File: config.mk
export PLATFORM = sky130hd
export DESIGN_NAME = ramp_cfg_regs
export DESIGN_NICKNAME = d
export VERILOG_FILES = /design/src/rtl/rcfg_pkg.sv /design/src/rtl/rcfg_rst_sync.sv /design/src/rtl/rcfg_cmd.sv /design/src/rtl/rcfg_update.sv /design/src/rtl/rcfg_shadow.sv /design/src/rtl/ramp_cfg_regs.sv
export SDC_FILE = /design/constraint.sdc
export NUM_CORES = 1
export LEC_CHECK = 0
export BUFFER_PORTS_ARGS = -buffer_cell sky130_fd_sc_hd__buf_2
export CORE_ASPECT_RATIO = 0.75
export CORE_MARGIN = 2
export CORE_UTILIZATION = 50
export CTS_CLUSTER_SIZE = 25
export DETAILED_ROUTE_END_ITERATION = 6
export PLACE_DENSITY = 0.76
export SYNTH_ARGS = -nofsm -noshare
export SYNTH_HDL_FRONTEND = slang
export SYNTH_SLANG_ARGS = --single-unit
File: constraint.sdc
create_clock -name clk -period 28.6 [get_ports clk]
set_input_delay 4.29 -clock clk [delete_from_list [all_inputs] [get_ports clk]]
set_output_delay 4.29 -clock clk [all_outputs]
set_load 0.01 [all_outputs]
File: src/rtl/rcfg_pkg.sv
`timescale 1ns/1ps
package rcfg_pkg;
  parameter int DATA_W = 32;
  parameter int ADDR_W = 7;
  parameter int N_FREQ = 8;
  parameter int N_LIM  = 3;
  parameter int N_LINK = 1;

  localparam int N_WORD   = N_FREQ + N_LIM + N_LINK + 1;
  localparam int IDX_W    = $clog2(N_WORD);
  localparam int ENT_W    = 4;
  localparam int ACK_W    = 1 << ENT_W;
  localparam int ACK_LSB  = 16;
  localparam int GO_BIT   = 8;

  localparam int OFF_CMD  = 'h00;
  localparam int OFF_FREQ = 'h10;
  localparam int OFF_LIM  = 'h30;
  localparam int OFF_LINK = 'h40;
  localparam int OFF_RAMP = 'h50;
  localparam int OFF_UPD  = 'h60;

  localparam int W_FREQ = OFF_FREQ / 4;
  localparam int W_LIM  = OFF_LIM / 4;
  localparam int W_LINK = OFF_LINK / 4;
  localparam int W_RAMP = OFF_RAMP / 4;

  localparam int IDX_LIM  = N_FREQ;
  localparam int IDX_LINK = N_FREQ + N_LIM;
  localparam int IDX_RAMP = IDX_LINK + N_LINK;

  // Entry numbering counts down from the top entry of each table.
  localparam int ENT_FREQ_TOP = 14;
  localparam int ENT_LIM_TOP  = 6;
  localparam int ENT_LINK_TOP = 3;
  localparam int ENT_RAMP     = 2;

  typedef struct packed {
    logic             hit;
    logic [IDX_W-1:0] idx;
  } slot_t;

  function automatic slot_t addr_slot(input logic [ADDR_W-1:0] a);
    slot_t s;
    int    w;
    s = '0;
    w = int'(a[ADDR_W-1:2]);
    if (a[1:0] == 2'b00) begin
      if (w >= W_FREQ && w < W_FREQ + N_FREQ) begin
        s.hit = 1'b1; s.idx = IDX_W'(w - W_FREQ);
      end else if (w >= W_LIM && w < W_LIM + N_LIM) begin
        s.hit = 1'b1; s.idx = IDX_W'(IDX_LIM + w - W_LIM);
      end else if (w >= W_LINK && w < W_LINK + N_LINK) begin
        s.hit = 1'b1; s.idx = IDX_W'(IDX_LINK + w - W_LINK);
      end else if (w == W_RAMP) begin
        s.hit = 1'b1; s.idx = IDX_W'(IDX_RAMP);
      end
    end
    return s;
  endfunction

  function automatic slot_t entry_slot(input logic [ENT_W-1:0] e);
    slot_t s;
    int    n;
    s = '0;
    n = int'(e);
    if (n <= ENT_FREQ_TOP && n > ENT_FREQ_TOP - N_FREQ) begin
      s.hit = 1'b1; s.idx = IDX_W'(ENT_FREQ_TOP - n);
    end else if (n <= ENT_LIM_TOP && n > ENT_LIM_TOP - N_LIM) begin
      s.hit = 1'b1; s.idx = IDX_W'(IDX_LIM + ENT_LIM_TOP - n);
    end else if (n <= ENT_LINK_TOP && n > ENT_LINK_TOP - N_LINK) begin
      s.hit = 1'b1; s.idx = IDX_W'(IDX_LINK + ENT_LINK_TOP - n);
    end else if (n == ENT_RAMP) begin
      s.hit = 1'b1; s.idx = IDX_W'(IDX_RAMP);
    end
    return s;
  endfunction
endpackage

File: src/rtl/rcfg_rst_sync.sv
`timescale 1ns/1ps
module rcfg_rst_sync (
  input  logic clk,
  input  logic rst_n,
  output logic rst_n_o
);
  logic [1:0] stage_q;

  always_ff @(posedge clk or negedge rst_n) begin
    if (!rst_n) stage_q <= '0;
    else        stage_q <= {stage_q[0], 1'b1};
  end

  assign rst_n_o = stage_q[1];
endmodule

File: src/rtl/rcfg_cmd.sv
`timescale 1ns/1ps
module rcfg_cmd #(
  parameter int BUSY_CYC = 6
) (
  input  logic clk,
  input  logic rst_n,
  input  logic wr_en_i,
  input  logic wr_root_i,
  output logic root_o,
  output logic busy_o
);
  localparam int CW = $clog2(BUSY_CYC + 1);

  logic          root_q, root_d, busy_q, busy_d;
  logic [CW-1:0] cnt_q, cnt_d;

  always_comb begin
    root_d = root_q;
    busy_d = busy_q;
    cnt_d  = cnt_q;
    if (busy_q) begin
      if (cnt_q == CW'(BUSY_CYC - 1)) begin
        busy_d = 1'b0;
        cnt_d  = '0;
      end else begin
        cnt_d = cnt_q + CW'(1);
      end
    end
    if (wr_en_i) begin
      root_d = wr_root_i;
      if (wr_root_i && !root_q) begin
        busy_d = 1'b1;
        cnt_d  = '0;
      end
    end
  end

  always_ff @(posedge clk or negedge rst_n) begin
    if (!rst_n) begin
      root_q <= 1'b0;
      busy_q <= 1'b0;
      cnt_q  <= '0;
    end else begin
      root_q <= root_d;
      busy_q <= busy_d;
      cnt_q  <= cnt_d;
    end
  end

  assign root_o = root_q;
  assign busy_o = busy_q;

  AST_BUSY_FROM_ROOT: assert property (@(posedge clk) disable iff (!rst_n)
    $rose(busy_q) |-> $rose(root_q));
  AST_BUSY_BOUND: assert property (@(posedge clk) disable iff (!rst_n)
    busy_q |-> (cnt_q < CW'(BUSY_CYC)));
  AST_ROOT_WRITE: assert property (@(posedge clk) disable iff (!rst_n)
    wr_en_i |=> (root_q == $past(wr_root_i)));
endmodule

File: src/rtl/rcfg_update.sv
`timescale 1ns/1ps
module rcfg_update
  import rcfg_pkg::*;
#(
  parameter int ACK_LAT = 4
) (
  input  logic             clk,
  input  logic             rst_n,
  input  logic             wr_en_i,
  input  logic             wr_go_i,
  input  logic [ENT_W-1:0] wr_ent_i,
  output logic             en_o,
  output logic [ENT_W-1:0] ent_o,
  output logic [ACK_W-1:0] ack_o,
  output logic             commit_o,
  output logic [ENT_W-1:0] commit_ent_o
);
  localparam int CW = $clog2(ACK_LAT + 1);

  logic             en_q, en_d, wait_q, wait_d, fire;
  logic [ENT_W-1:0] ent_q, ent_d, pend_q, pend_d;
  logic [ACK_W-1:0] ack_q, ack_d;
  logic [CW-1:0]    cnt_q, cnt_d;

  assign fire = wr_en_i && wr_go_i && !en_q;

  always_comb begin
    en_d   = en_q;
    ent_d  = ent_q;
    pend_d = pend_q;
    ack_d  = ack_q;
    wait_d = wait_q;
    cnt_d  = cnt_q;
    if (wait_q) begin
      if (cnt_q == CW'(ACK_LAT - 1)) begin
        ack_d  = ACK_W'(1) << pend_q;
        wait_d = 1'b0;
        cnt_d  = '0;
      end else begin
        cnt_d = cnt_q + CW'(1);
      end
    end
    if (wr_en_i) begin
      en_d  = wr_go_i;
      ent_d = wr_ent_i;
      if (!wr_go_i) begin
        ack_d  = '0;
        wait_d = 1'b0;
        cnt_d  = '0;
      end
      if (fire) begin
        ack_d  = '0;
        wait_d = 1'b1;
        cnt_d  = '0;
        pend_d = wr_ent_i;
      end
    end
  end

  always_ff @(posedge clk or negedge rst_n) begin
    if (!rst_n) begin
      en_q   <= 1'b0;
      ent_q  <= '0;
      pend_q <= '0;
      ack_q  <= '0;
      wait_q <= 1'b0;
      cnt_q  <= '0;
    end else begin
      en_q   <= en_d;
      ent_q  <= ent_d;
      pend_q <= pend_d;
      ack_q  <= ack_d;
      wait_q <= wait_d;
      cnt_q  <= cnt_d;
    end
  end

  assign en_o         = en_q;
  assign ent_o        = ent_q;
  assign ack_o        = ack_q;
  assign commit_o     = fire;
  assign commit_ent_o = wr_ent_i;

  AST_ACK_ONEHOT: assert property (@(posedge clk) disable iff (!rst_n)
    $onehot0(ack_q));
  AST_ACK_AFTER_WAIT: assert property (@(posedge clk) disable iff (!rst_n)
    $rose(|ack_q) |-> $past(wait_q));
  AST_ACK_NEEDS_EN: assert property (@(posedge clk) disable iff (!rst_n)
    (|ack_q) |-> en_q);
  AST_CLEAR_DROPS: assert property (@(posedge clk) disable iff (!rst_n)
    (wr_en_i && !wr_go_i) |=> (ack_q == '0));
  AST_REWRITE_KEEPS: assert property (@(posedge clk) disable iff (!rst_n)
    (wr_en_i && wr_go_i && en_q) |=> $stable(pend_q));
endmodule

File: src/rtl/rcfg_shadow.sv
`timescale 1ns/1ps
module rcfg_shadow
  import rcfg_pkg::*;
(
  input  logic                     clk,
  input  logic                     rst_n,
  input  logic                     wr_en_i,
  input  logic [IDX_W-1:0]         wr_idx_i,
  input  logic [DATA_W-1:0]        wr_data_i,
  input  logic                     commit_i,
  input  logic [ENT_W-1:0]         commit_ent_i,
  input  logic [IDX_W-1:0]         rd_idx_i,
  output logic [DATA_W-1:0]        rd_data_o,
  output logic [N_WORD*DATA_W-1:0] cfg_commit_o
);
  logic [DATA_W-1:0] sh_q [N_WORD];
  logic [DATA_W-1:0] sh_d [N_WORD];
  logic [DATA_W-1:0] cm_q [N_WORD];
  logic [DATA_W-1:0] cm_d [N_WORD];
  slot_t             cslot;

  assign cslot = entry_slot(commit_ent_i);

  always_comb begin
    for (int k = 0; k < N_WORD; k++) begin
      sh_d[k] = (wr_en_i && wr_idx_i == IDX_W'(k)) ? wr_data_i : sh_q[k];
      cm_d[k] = (commit_i && cslot.hit && cslot.idx == IDX_W'(k)) ? sh_q[k] : cm_q[k];
    end
  end

  always_ff @(posedge clk or negedge rst_n) begin
    if (!rst_n) begin
      for (int k = 0; k < N_WORD; k++) begin
        sh_q[k] <= '0;
        cm_q[k] <= '0;
      end
    end else begin
      for (int k = 0; k < N_WORD; k++) begin
        sh_q[k] <= sh_d[k];
        cm_q[k] <= cm_d[k];
      end
    end
  end

  assign rd_data_o = (rd_idx_i < IDX_W'(N_WORD)) ? sh_q[rd_idx_i] : '0;

  for (genvar k = 0; k < N_WORD; k++) begin : g_word
    assign cfg_commit_o[k*DATA_W +: DATA_W] = cm_q[k];

    AST_COMMIT_COPY: assert property (@(posedge clk) disable iff (!rst_n)
      (commit_i && cslot.hit && cslot.idx == IDX_W'(k)) |=> (cm_q[k] == $past(sh_q[k])));
  end

  AST_COMMIT_HOLD: assert property (@(posedge clk) disable iff (!rst_n)
    !commit_i |=> $stable(cfg_commit_o));
endmodule

File: src/rtl/ramp_cfg_regs.sv
`timescale 1ns/1ps
module ramp_cfg_regs
  import rcfg_pkg::*;
#(
  parameter int BUSY_CYC = 6,
  parameter int ACK_LAT  = 4
) (
  input  logic                     clk,
  input  logic                     rst_n,
  input  logic                     req_valid,
  output logic                     req_ready,
  input  logic                     req_write,
  input  logic [ADDR_W-1:0]        req_addr,
  input  logic [DATA_W-1:0]        req_wdata,
  output logic                     rsp_valid,
  output logic [DATA_W-1:0]        rsp_rdata,
  output logic [N_WORD*DATA_W-1:0] cfg_commit
);
  logic              rst_s_n;
  logic              wr, rd, hit_cmd, hit_upd, mapped;
  slot_t             aslot;
  logic              root, busy, upd_en, commit;
  logic [ENT_W-1:0]  upd_ent, commit_ent;
  logic [ACK_W-1:0]  ack;
  logic [DATA_W-1:0] sh_rd, rd_mux, rsp_d, rsp_q;
  logic              rsp_valid_q;

  rcfg_rst_sync u_rst (.clk(clk), .rst_n(rst_n), .rst_n_o(rst_s_n));

  assign req_ready = 1'b1;
  assign wr        = req_valid && req_write;
  assign rd        = req_valid && !req_write;
  assign aslot     = addr_slot(req_addr);
  assign hit_cmd   = (req_addr == ADDR_W'(OFF_CMD));
  assign hit_upd   = (req_addr == ADDR_W'(OFF_UPD));
  assign mapped    = hit_cmd || hit_upd || aslot.hit;

  rcfg_cmd #(.BUSY_CYC(BUSY_CYC)) u_cmd (
    .clk(clk), .rst_n(rst_s_n),
    .wr_en_i(wr && hit_cmd), .wr_root_i(req_wdata[1]),
    .root_o(root), .busy_o(busy)
  );

  rcfg_update #(.ACK_LAT(ACK_LAT)) u_upd (
    .clk(clk), .rst_n(rst_s_n),
    .wr_en_i(wr && hit_upd), .wr_go_i(req_wdata[GO_BIT]),
    .wr_ent_i(req_wdata[ENT_W-1:0]),
    .en_o(upd_en), .ent_o(upd_ent), .ack_o(ack),
    .commit_o(commit), .commit_ent_o(commit_ent)
  );

  rcfg_shadow u_shadow (
    .clk(clk), .rst_n(rst_s_n),
    .wr_en_i(wr && aslot.hit), .wr_idx_i(aslot.idx), .wr_data_i(req_wdata),
    .commit_i(commit), .commit_ent_i(commit_ent),
    .rd_idx_i(aslot.idx), .rd_data_o(sh_rd),
    .cfg_commit_o(cfg_commit)
  );

  always_comb begin
    rd_mux = '0;
    if (hit_cmd) begin
      rd_mux[1] = root;
      rd_mux[0] = busy;
    end else if (hit_upd) begin
      rd_mux[ACK_LSB +: ACK_W] = ack;
      rd_mux[GO_BIT]           = upd_en;
      rd_mux[ENT_W-1:0]        = upd_ent;
    end else if (aslot.hit) begin
      rd_mux = sh_rd;
    end
    rsp_d = rd ? rd_mux : rsp_q;
  end

  always_ff @(posedge clk or negedge rst_s_n) begin
    if (!rst_s_n) begin
      rsp_valid_q <= 1'b0;
      rsp_q       <= '0;
    end else begin
      rsp_valid_q <= rd;
      rsp_q       <= rsp_d;
    end
  end

  assign rsp_valid = rsp_valid_q;
  assign rsp_rdata = rsp_q;

  AST_RSP_FOLLOWS: assert property (@(posedge clk) disable iff (!rst_s_n)
    rd |=> rsp_valid);
  AST_RSP_ONLY_READ: assert property (@(posedge clk) disable iff (!rst_s_n)
    rsp_valid |-> $past(rd));
  AST_UNMAPPED_ZERO: assert property (@(posedge clk) disable iff (!rst_s_n)
    (rd && !mapped) |=> (rsp_rdata == '0));
  AST_UNMAPPED_NO_COMMIT: assert property (@(posedge clk) disable iff (!rst_s_n)
    (wr && !mapped) |=> $stable(cfg_commit));
endmodule

Word level (Yosys, flattened, before mapping)
Index checks and enable logic that the tools add are counted.
W data, S select, Z words.
- output and inout bits: 450
- register bits: 901
- input port bits: 43
- logic and storage cells: 184
- equality and inequality tests: 29
- order comparisons: 14
- $add $sub $neg: 8
- shift-type cells: 1
- multiplexer cells: 44
- reduce and logical (&&, ||, !) cells: 49
- bitwise logic cells: 1
- operators with widths (operator ; number):
    $bmux W32 S4 ; 1
    $mux W32 ; 4
    $mux W16 ; 6
    $mux W5 ; 9
    $logic_and A1 B1 Y1 ; 41
    $eq A4 B4 Y1 const B ; 10
    $eq A4 B3 Y1 const B ; 9
    $mux W30 ; 1
    $mux W3 ; 9
    $eq A4 B2 Y1 const B ; 4
    $shl A1 B4 Y16 const A ; 1
    $ge A5 B5 Y1 const B ; 2
    $lt A5 B4 Y1 const B ; 2
    $mux W1 ; 10
    $add A4 B4 Y4 const A ; 2
    $eq A4 B1 Y1 const B ; 2
    $gt A4 B2 Y1 const B ; 2
    $logic_not A4 Y1 ; 2
    $mux W4 ; 2
    $eq A7 B7 Y1 const B ; 1
    $logic_not A7 Y1 ; 1
    $mux W7 ; 1
    $add A3 B1 Y3 const B ; 2
    $eq A5 B5 Y1 const B ; 1
    19 further kinds ; 21

Longest topological paths before layout
Gate-level depths: netlist of run 1.
- depth after elaboration: 14
- gate-level depth with buffers: 12
- gate-level depth less buffers: 9

By module
Synthesis of run 1 repeated with hierarchy kept, for this count alone.
- cells, all modules: 2441
- area, all modules: 37761.2 um^2
- modules (own cells, without submodules) (module ; instances ; cells each ; area an instance (um^2) ; sequential area each (um^2)):
    rcfg_shadow ; 1 ; 2124 ; 34316.7 ; 20820.0
    ramp_cfg_regs ; 1 ; 175 ; 1853.0 ; 825.8
    rcfg_update ; 1 ; 122 ; 1312.5 ; 725.7
    rcfg_cmd ; 1 ; 17 ; 225.2 ; 125.1
    rcfg_rst_sync ; 1 ; 3 ; 53.8 ; 50.0

Worst setup path after synthesis of run 1
Ideal clock, no wire load.
- path type: input -> register
- from: input port req_addr[3]
- to: register u_shadow.cm_q (netlist bit u_shadow.cfg_commit_o[321])
- path buffers: 2
- stages: 10
- data arrival time: 6.755 ns
- data required time: 28.475 ns
- path slack: 21.720 ns
- setup time: 0.125 ns
- cell sequence: inv_1 -> ha_1 -> or3b_4 -> nor3_4 -> nand3b_4 -> or4b_4 -> nand2b_1 -> buf_2 -> buf_6 -> mux2_4
- longest elaborated chain between the ends: 6
- ends and longest elaborated chain (item ; line ; RTL):
    from (decl) ; ramp_cfg_regs.sv:13 ; input logic [ADDR_W-1:0] req_addr,
    $eq A7 B7 Y1 ; ramp_cfg_regs.sv:35 ; assign hit_upd = (req_addr == ADDR_W'(OFF_UPD));
    $logic_and A1 B1 Y1 ; ramp_cfg_regs.sv:46 ; .wr_en_i(wr && hit_upd), .wr_go_i(req_wdata[GO_BIT]),
    $logic_and A1 B1 Y1 (2 in series) ; rcfg_update.sv:25 ; assign fire = wr_en_i && wr_go_i && !en_q;
    $logic_and A1 B1 Y1 (2 in series) ; rcfg_shadow.sv:27 ; cm_d[k] = (commit_i && cslot.hit && cslot.idx == IDX_W'(k)) ? sh_q[k] : cm_q[k];
    to (signal, indexed assignment) ; rcfg_shadow.sv:40 ; cm_q[k] <= cm_d[k];
    to (decl) ; rcfg_shadow.sv:18 ; logic [DATA_W-1:0] cm_q [N_WORD];
Every way passes these cells.
A chain may end at the register's enable or synchronous reset.

Worst setup path in the final report of run 1
- from: input port req_addr[1]
- to: register u_shadow.sh_q[47] (netlist bit)
- longest elaborated chain between the ends: 4
- elaborated cells on any way between the ends: 5
- classes of those cells: 1 x eq/ne; 1 x mux; 3 x reduce/logical
- ends and longest elaborated chain (item ; line ; RTL):
    $logic_not A2 Y1 * ; rcfg_pkg.sv:48 ; if (a[1:0] == 2'b00) begin
    $mux W5 * ; rcfg_pkg.sv:48 ;
    $eq A4 B4 Y1 / $logic_and A1 B1 Y1 (equally long branches) ; rcfg_shadow.sv:26, ramp_cfg_regs.sv:54 ;
    $logic_and A1 B1 Y1 * ; rcfg_shadow.sv:26 ; sh_d[k] = (wr_en_i && wr_idx_i == IDX_W'(k)) ? wr_data_i : sh_q[k];
    to (signal, indexed assignment) ; rcfg_shadow.sv:39 ; sh_q[k] <= sh_d[k];
    to (decl) ; rcfg_shadow.sv:16 ; logic [DATA_W-1:0] sh_q [N_WORD];
Mark *: on every way between the ends. The rest lies on a longest branch, timed or not.

==> impl_metrics.json, run 1 <==
{
  "cp_data_arrival_time_ns": 8.68,
  "report.final.slew_viol_count": 0,
  "wl_met2_um": 52800,
  "yosysSeqAreaShare": 0.602,
  "p_leak_nw": 23.1,
  "crit_fanout": 26,
  "ctsResizeCount": 0,
  "grt_max_degree": 175,
  "syn2layout_area_growth_pct": 16.8,
  "slowest_stage": "nor4_4",
  "ctsHtreeMaxLevel": 3,
  "period_minus_slack_ns": 8.15,
  "first_iter_violations": 2459,
  "wl_met1_um": 50000,
  "fin_ws_ns": 20.45,
  "synth_cell_types": 62,
  "start_util": 0.507,
  "ys_seq_elements": 901,
  "cts_num_sinks": 901,
  "crit_path_start_kind": "input pin",
  "crit_path_end_kind": "register",
  "cpLargestDelayFamily": "simple AND/OR/NAND/NOR gates",
  "antenna_left": 0,
  "grt_pass1_vias": 25651,
  "grt_overflow_total": 0,
  "yosysWarnings": 0,
  "synthCells": 2763,
  "final_common_cell": "dfrtp_1",
  "whs_path_depth": 0,
  "synth_area_mm2": 0.0374,
  "place_congestion": 0.899,
  "routed_via_density": 6.11,
  "grt_first_pass_wirelength_um": 171000,
  "synth_edf_count": 0,
  "clock.fmax_mhz": 123,
  "grt_antenna_before_repair": 10,
  "synth_flop_cell": "dfrtp_1",
  "drv_cap": 0,
  "crit_type": "input pin to register",
  "cp_data_required_time_ns": 29.12,
  "num-fill-cells": 5870,
  "setup_viol": 0,
  "powerDensity_mw_per_mm2": 61.9,
  "drc": 1,
  "synth_top_area_cell": "dfrtp_1",
  "wl_per_cell_um": 27.7,
  "cts_setup_buffers": 0,
  "fin_tns_setup_ns": 0,
  "place_ws_ns": 19.91,
  "hpwl_um": 77400,
  "synth.avg_cell_area_um2": 13.5,
  "cp_cell_sequence": "buf_2 > nor2_1 > nand3_1 > and2_1 > nand2b_2 > nor4_4 > buf_4 > mux2_2",
  "ff2ff_path_depth": 3,
  "vias": 25738,
  "met3_length_um": 10900,
  "hold_viol_final": 0,
  "core_mm2": 0.0738,
  "wl_um": 117000,
  "synthArstFlopShare": 1.00,
  "violations": "design-rule violations",
  "hold_path_class": "register to register",
  "hold_buffers": 0,
  "ios": 493,
  "placement_rows": 86,
  "crit_buf_inv": 2,
  "clk_latency_ns": 0.65,
  "most-common-layout-cells": "dfrtp_1 (900), mux2_2 (786), buf_2 (491)",
  "path_clk_slew_ns": 0.06,
  "rsz0062_at_grt": "false",
  "dr.pass1.iters": 7,
  "cp.depth": 8,
  "fp.dieW_um": 320,
  "clock_skew_ns": 0.0226,
  "finish.instance_area_mm2": 0.0437,
  "synth_area_leaders": "dfrtp_1 (60%), mux2_2 (24%), nand2_1 (2.4%)",
  "ir_drop_v": 0.0000474,
  "cts_tree": "done",
  "fin_crit_sh": 0.285,
  "relSlewSlack": 0.128,
  "outcome": "finished with violations",
  "dieArea_mm2": 0.0771,
  "tightest_slew_ns": 1.31,
  "cp_slowest_stage_delay_ns": 1.06,
  "place_area_mm2": 0.0407,
  "nets": 3227,
  "port_buffers": 491,
  "highest-signal-layer": "met5",
  "die-height_um": 241,
  "cts_inserted_buffers": 86,
  "cts-root-buf": "clkbuf_16",
  "drive_above_1_share": 0.472,
  "clockBufferDepth": 3,
  "grt_use_total": 0.300,
  "synth_top_cell_area_share": 0.602
}
flip-flops by register name, summed over array words and instances, names as in the netlist:
register,count
rsp_valid,1
u_upd.ent_o,4
u_upd.ack_o,16
u_upd.cnt_q,3
u_cmd.busy_o,1
u_upd.wait_q,1
rsp_rdata,32
u_shadow.cfg_commit_o,416
u_cmd.cnt_q,3
u_upd.en_o,1
u_cmd.root_o,1
u_shadow.sh_q,416
u_upd.pend_q,4
u_rst.stage_q,2
Yosys cell counts, drive strengths merged (11+ instances only):
| master | n |
|---|---|
| o21ai | 17 |
| o41ai | 11 |
| o21bai | 11 |
| nand2 | 239 |
| nor2 | 77 |
| nand4 | 12 |
| buf | 97 |
| nand2b | 13 |
| o31ai | 22 |
| a31oi | 83 |
| o22ai | 130 |
| nand3 | 28 |
| clkbuf | 113 |
| mux2 | 835 |
| dfrtp | 901 |
| a21oi | 50 |
| and3 | 23 |
cell families after synthesis:
logic type                 after synthesis  synth area share
DFF                                    901             0.602
xor gates and xnor gates                 1          0.000234
adders and majority gates                9           0.00301
AOI/OAI and AO/OA                      359            0.0616
and+or+nand+nor                        432            0.0521
buffers and inverters                  219            0.0246
muxes                                  841             0.256
other                                    1          0.000100
per-layer routing:
metal  vias to the layer above  global-route usage
met4                        10              0.0878
li1                      10803                   -
met2                      1104               0.456
met3                       207              0.0867
met1                     13614               0.422
met5                         -                   0
per-stage QoR:
step / total power [mW] / utilization / cells / hold slack, ns
6_report: 2.70 / 0.592 / 4215 / 0.349
5_1_grt: 2.78 / 0.592 / 4212 / 0.369
4_1_cts: 2.71 / 0.592 / 4210 / 0.351
3_5_place_dp: 1.52 / 0.552 / 4055 / 0.338
3_3_place_gp: 1.51 / 0.552 / 4055 / 0.334
2_1_floorplan: 1.46 / - / 2764 / 0.331
path summary, 6_finish.rpt:
path | slack (ns) | to | startpoint
max in group asynchronous | 24.96 | u_shadow.sh_q[14]$_DFFE_PN0P_ | u_rst.stage_q[1]$_DFF_PN0_
hold / removal | 0.35 | u_rst.stage_q[1]$_DFF_PN0_ | u_rst.stage_q[0]$_DFF_PN0_
setup reg to reg | 24.96 | u_shadow.sh_q[14]$_DFFE_PN0P_ | u_rst.stage_q[1]$_DFF_PN0_
hold reg to reg | 0.35 | u_rst.stage_q[1]$_DFF_PN0_ | u_rst.stage_q[0]$_DFF_PN0_
min in group asynchronous | 0.47 | u_shadow.cfg_commit_o[100]$_DFFE_PN0P_ | u_rst.stage_q[1]$_DFF_PN0_
setup / recovery | 20.45 | u_shadow.sh_q[47]$_DFFE_PN0P_ | req_addr[1]
area by class of cell:
class                      instances  area, um2  area share
inverter                           9       33.8    0.000773
sequential                       901      22600       0.516
multi-input combinational       1644      14100       0.323
antenna                            5       12.5    0.000286
tap                              968       1210      0.0277
timing repair buffer             533       2790      0.0637
clock buffer                     123       2520      0.0577
clock inverter                    32        472      0.0108
report_power, final:
| group | internal (mW) | switching [mW] | leakage [nW] |
|---|---|---|---|
| logic | 0.0540 | 0.110 | 9.11 |
| clock network | 0.700 | 0.502 | 1.46 |
| registers | 1.31 | 0.0304 | 12.5 |
(Power assumes the default switching activity.)
==> inputs of run 2 (changes only) <==
==> constraint.sdc (replaced) <==
create_clock -name clk -period 7.2 [get_ports clk]
set_input_delay 1.08 -clock clk [delete_from_list [all_inputs] [get_ports clk]]
set_output_delay 1.08 -clock clk [all_outputs]
set_load 0.01 [all_outputs]
==> run 2 against run 1 <==
The run now ends clean. Count of clock-buffer cells in the layout increased by 5. Clock skew down 0.0039 ns. Die area is the same. Via count about the same. Sequential power rose to 4.0 times the previous value. Core utilization up 0.32 points. Final cell count is 0.45% higher. Cell area up 0.55%. Flip-flop and latch count is the same. Critical path depth is 3 higher. Sequential share of layout area down 0.28 points.
==> impl_metrics.json, run 2 (synthesized netlist as in run 1, its figures left out) <==
{
  "outcome": "completed",
  "placement_rows": 86,
  "grt_overflow_total": 0,
  "hold_viol_final": 0,
  "clock.fmax_mhz": 216,
  "cts-root-buf": "clkbuf_16",
  "powerDensity_mw_per_mm2": 248,
  "setup_viol": 0,
  "fin_tns_setup_ns": 0,
  "crit_path_end_kind": "register",
  "critPathLaunch": "req_addr[5]",
  "fin_crit_sh": 0.642,
  "slowest_stage": "or3_2",
  "crit_type": "input pin to register",
  "relSlewSlack": 0.189,
  "drv_cap": 0,
  "core_mm2": 0.0738,
  "cp_data_required_time_ns": 7.73,
  "globalRouteMet3Util": 0.0922,
  "path_clk_slew_ns": 0.06,
  "report.final.slew_viol_count": 0,
  "crit_path_start_kind": "input pin",
  "grt_use_total": 0.305,
  "drc": 0,
  "clock_skew_ns": 0.0187,
  "ios": 493,
  "crit_fanout": 32,
  "use_met2": 0.454,
  "grt_max_degree": 182,
  "nets": 3245,
  "ir_drop_v": 0.000164,
  "final_core_util": 0.595,
  "num-fill-cells": 5912,
  "hold_buffers": 0,
  "cts_inserted_buffers": 89,
  "grt_first_pass_wirelength_um": 173000,
  "cp_data_arrival_time_ns": 5.15,
  "grt_pass1_vias": 25794,
  "instances_no_fill": 4234,
  "cts_setup_buffers": 0,
  "dr.pass1.iters": 5,
  "first_iter_violations": 2454,
  "port_buffers": 491,
  "hpwl_um": 78000,
  "clockBufferDepth": 3,
  "ctsResizeCount": 0,
  "hold_path_class": "input pin to asynchronous set/reset pin",
  "period_minus_slack_ns": 4.63,
  "dieArea_mm2": 0.0771,
  "wl_per_cell_um": 27.8,
  "r2r_start": "u_upd.en_o$_DFFE_PN0P_",
  "vias": 25713,
  "multi_input_area_mm2": 0.0141,
  "routed_via_density": 6.07,
  "die-height_um": 241,
  "cp_slowest_stage_delay_ns": 0.99,
  "seq_area_mm2": 0.0226,
  "cp_cell_sequence": "buf_2 > inv_1 > ha_1 > a211oi_1 > nor2_1 > o21ai_1 > and2_1 > nand2b_2 > buf_4 > or3_2 > mux2_2",
  "drive_above_1_share": 0.475,
  "clk_latency_ns": 0.66,
  "cts_tree": "done",
  "grt_antenna_before_repair": 10,
  "fp.dieW_um": 320,
  "final_common_cell": "dfrtp_1",
  "cts_num_sinks": 901,
  "rsz0062_at_grt": "false",
  "most-common-layout-cells": "dfrtp_1 (900), mux2_2 (786), buf_2 (491)",
  "antenna_left": 0,
  "start_util": 0.507,
  "syn2layout_area_growth_pct": 17.5,
  "wl_um": 118000,
  "ctsHtreeMaxLevel": 3,
  "p_leak_nw": 23.2,
  "tightest_slew_ns": 1.21,
  "gr-usage-met1": 0.431,
  "place_congestion": 0.883,
  "grt_most_used_layer": "met2",
  "place_inst": 4070
}
==> run 2: cell count changes in the layout (fill, tap and decap cells not counted), sizes merged <==
| cell | delta |
|---|---|
| clkinv | +2 |
| inv | +1 |
| diode | -2 |
| clkinvlp | -3 |
| bufinv | +1 |
| buf | +15 |
| clkbuf | +5 |
==> run 2: where the power goes <==
part	switching (mW)	internal, mW	total (mW)
Combinational	0.438	0.218	0.656
Clock	2.02	2.91	4.92
Sequential	0.113	5.19	5.30
==> run 2: layout make-up <==
type	count	area share
Multi-Input combinational cell	1644	0.321
Sequential cell	901	0.513
Clock inverter	33	0.0104
Antenna cell	3	0.000171
Clock buffer	128	0.0598
Tap cell	968	0.0276
Timing Repair Buffer	548	0.0668
Inverter	9	0.000769
==> run 2: metrics by stage <==
| step | hold slack (ns) | worst slack (ns) | power, mW | cell area, um2 |
|---|---|---|---|---|
| after floorplan | 0.331 | -1.46 | 5.77 | 37400 |
| after global placement | 0.332 | 2.09 | 6.02 | 40900 |
| after detailed placement | 0.335 | 2.04 | 6.04 | 40900 |
| after CTS | 0.164 | 2.73 | 10.9 | 43900 |
| after global routing | 0.174 | 2.51 | 11.2 | 44000 |
| final | 0.201 | 2.57 | 10.9 | 44000 |
==> run 2: worst max-delay path, delay by kind of cell <==
kind | cells | cell delay (ns)
AO/OA/AOI/OAI | 2 | 0.67
adder cells (fa/ha/maj) | 1 | 0.21
buffers and inverters | 3 | 0.74
multiplexers | 1 | 0.43
AND/OR/NAND/NOR | 4 | 1.99
==> run 2: worst paths after layout <==
kind	end	slack [ns]	cells past startpoint
worst min-delay path	u_rst.stage_q[1]$_DFF_PN0_	0.20	1
max in group asynchronous	u_shadow.cfg_commit_o[284]$_DFFE_PN0P_	4.88	2
worst max-delay path	u_shadow.sh_q[94]$_DFFE_PN0P_	2.57	11
min in group clk	u_rst.stage_q[1]$_DFF_PN0_	0.35	0
worst max register to register	u_shadow.cfg_commit_o[131]$_DFFE_PN0P_	4.24	6
worst min register to register	u_rst.stage_q[1]$_DFF_PN0_	0.35	0
==> run 2: per-layer routing <==
metal | vias to the layer above | routed length (um)
met5 | - | 65
met4 | 10 | 3640
met3 | 216 | 11600
met2 | 1176 | 52200
met1 | 13480 | 50300
li1 | 10831 | -
==> inputs of run 3 (changes only) <==
--- a/config.mk
+++ b/config.mk
@@ -11,7 +11,7 @@
 export CORE_UTILIZATION = 50
 export CTS_CLUSTER_SIZE = 25
 export DETAILED_ROUTE_END_ITERATION = 6
-export PLACE_DENSITY = 0.76
+export PLACE_DENSITY = 0.74
 export SYNTH_ARGS = -nofsm -noshare
 export SYNTH_HDL_FRONTEND = slang
 export SYNTH_SLANG_ARGS = --single-unit
==> constraint.sdc (replaced) <==
create_clock -name clk -period 4.8 [get_ports clk]
set_input_delay 0.72 -clock clk [delete_from_list [all_inputs] [get_ports clk]]
set_output_delay 0.72 -clock clk [all_outputs]
set_load 0.01 [all_outputs]
==> run 3 against run 2 <==
Non-clock buffer count increased by 22. Largest cell class unchanged. Core utilization is 0.39 points higher. Critical path type unchanged. Sequential power increased by 50%. Critical path depth fell by 1. Die area unchanged. Routed wire length up 1.7%. Global-route usage up 0.25 points. Combinational power is 54% higher. Count of clock-buffer cells in the layout down 5. Power up 48%. Final cell count is 0.54% higher.
==> impl_metrics.json, run 3 (synthesized netlist as in run 1, its figures left out) <==
{
  "routed_via_density": 6.13,
  "place_inst": 4091,
  "rsz0062_at_grt": "false",
  "instances_no_fill": 4257,
  "slowest_stage": "nor4_1",
  "grt_use_total": 0.308,
  "hold_path_class": "register to register",
  "wl_per_cell_um": 28.1,
  "hold_start": "u_rst.stage_q[0]$_DFF_PN0_",
  "dieArea_mm2": 0.0771,
  "finish.instance_area_mm2": 0.0442,
  "ff2ff_setup_slack_ns": 2.04,
  "crit_type": "input pin to register",
  "fin_crit_sh": 0.763,
  "cp_data_required_time_ns": 5.33,
  "grt_max_degree": 156,
  "grt_overflow_total": 0,
  "relSlewSlack": 0.312,
  "clockBufferDepth": 3,
  "ctsHtreeMaxLevel": 3,
  "cp_data_arrival_time_ns": 4.20,
  "powerDensity_mw_per_mm2": 365,
  "place_congestion": 0.917,
  "nets": 3266,
  "min_to": "u_rst.stage_q[1]$_DFF_PN0_",
  "grt_first_pass_wirelength_um": 175000,
  "path_clk_slew_ns": 0.06,
  "dr.pass1.iters": 5,
  "port_buffers": 491,
  "cpLargestDelayFamily": "simple AND/OR/NAND/NOR gates",
  "start_util": 0.507,
  "cp_cell_sequence": "buf_2 > inv_1 > ha_1 > or3b_4 > nor3_4 > nand3b_4 > nor4_1 > nand2b_2 > buf_4 > mux2_2",
  "grt_pass1_vias": 26399,
  "first_iter_violations": 2413,
  "outcome": "completed",
  "crit_buf_inv": 3,
  "total_power_mw": 16.1,
  "cts-root-buf": "clkbuf_16",
  "crit_fanout": 22,
  "cp_slowest_stage_delay_ns": 0.69,
  "report.final.slew_viol_count": 0,
  "p_leak_nw": 23.3,
  "cts_setup_buffers": 0,
  "drc": 0,
  "hold_slack_ns": 0.354,
  "hpwl_um": 81400,
  "ir_drop_v": 0.000234,
  "whs_path_depth": 0,
  "tightest_slew_ns": 1.03,
  "most-common-layout-cells": "dfrtp_1 (900), mux2_2 (786), buf_2 (491)",
  "final_common_cell": "dfrtp_1",
  "place_area_mm2": 0.0412,
  "r2r_start": "u_upd.en_o$_DFFE_PN0P_",
  "cts_num_sinks": 901,
  "syn2layout_area_growth_pct": 18.2,
  "hold_viol_final": 0,
  "clock.fmax_mhz": 273,
  "core_mm2": 0.0738,
  "crit_path_end_kind": "register",
  "setup_viol": 0,
  "grt_antenna_before_repair": 12,
  "vias": 26079,
  "drive_above_1_share": 0.477,
  "clock_skew_ns": 0.0234,
  "cts_tree": "done",
  "place_ws_ns": 0.554,
  "ios": 493,
  "clk_latency_ns": 0.67,
  "period_minus_slack_ns": 3.66,
  "fin_ws_ns": 1.14,
  "cts_inserted_buffers": 88,
  "fin_tns_setup_ns": 0,
  "antenna_left": 0,
  "final_core_util": 0.599,
  "r2r-end": "u_shadow.cfg_commit_o[58]$_DFFE_PN0P_",
  "drv_cap": 0,
  "crit_path_start_kind": "input pin",
  "fp.dieW_um": 320,
  "placement_rows": 86,
  "ff2ff_path_depth": 5,
  "wl_um": 120000,
  "die-height_um": 241
}
==> run 3: cell count changes in the layout (fill, tap and decap cells not counted), sizes merged <==
cell / before / now
buf: 548 / 569
clkbuf: 128 / 123
clkinv: 14 / 21
clkinvlp: 3 / 1
diode: 3 / 6
dlygate4sd3: 0 / 1
inv: 15 / 13
==> run 3: worst max path at each step <==
stage	start	to	slack [ns]	depth (start not counted)
after CTS	req_addr[3]	u_shadow.cfg_commit_o[58]$_DFFE_PN0P_	1.23	10
after global placement	req_addr[3]	u_shadow.cfg_commit_o[61]$_DFFE_PN0P_	0.67	10
after detailed placement	req_addr[3]	u_shadow.cfg_commit_o[58]$_DFFE_PN0P_	0.55	10
after global routing	req_addr[3]	u_shadow.cfg_commit_o[60]$_DFFE_PN0P_	0.92	10
final	req_addr[3]	u_shadow.cfg_commit_o[58]$_DFFE_PN0P_	1.14	10
after floorplan	u_rst.stage_q[1]$_DFF_PN0_	rsp_rdata[0]$_DFFE_PN0P_	-3.86	0
==> run 3: what timing repair did <==
item,in CTS,in global routing
hold endpoints to repair,2,0
gates resized for setup,0,0
hold buffers,1,0
==> run 3: cell type report <==
cell class                 instances  area (um2)
inverter                           9        33.8
clock buffer                     123        2480
tap                              968        1210
clock inverter                    36         493
multi-input combinational       1644       14100
fill                            5780       29600
sequential                       901       22600
antenna                            6        15.0
timing repair buffer             570        3330
==> run 3: worst reg2reg max path: stages (launching register included) <==
cell and delay, ns:
dfrtp_1 0.43, nand3b_4 0.25, nor4_1 0.69, nand2b_2 0.49, buf_4 0.41, mux2_2 0.36
==> run 3: power breakdown <==
part / internal, mW / total (mW) / switching [mW]
Combinational: 0.341 / 1.01 / 0.665
Clock: 4.17 / 7.17 / 3.00
Sequential: 7.79 / 7.96 / 0.176
Total: 12.3 / 16.1 / 3.84
==> run 3: metal layers <==
metal / GRT usage / routed length [um] / share of wire / up-vias
li1: - / - / - / 10868
met3: 0.0882 / 11300 / 0.095 / 269
met2: 0.461 / 53300 / 0.44 / 1235
met1: 0.429 / 50700 / 0.42 / 13693
met4: 0.114 / 4370 / 0.037 / 14
met5: 0 / 87 / 0.00073 / -
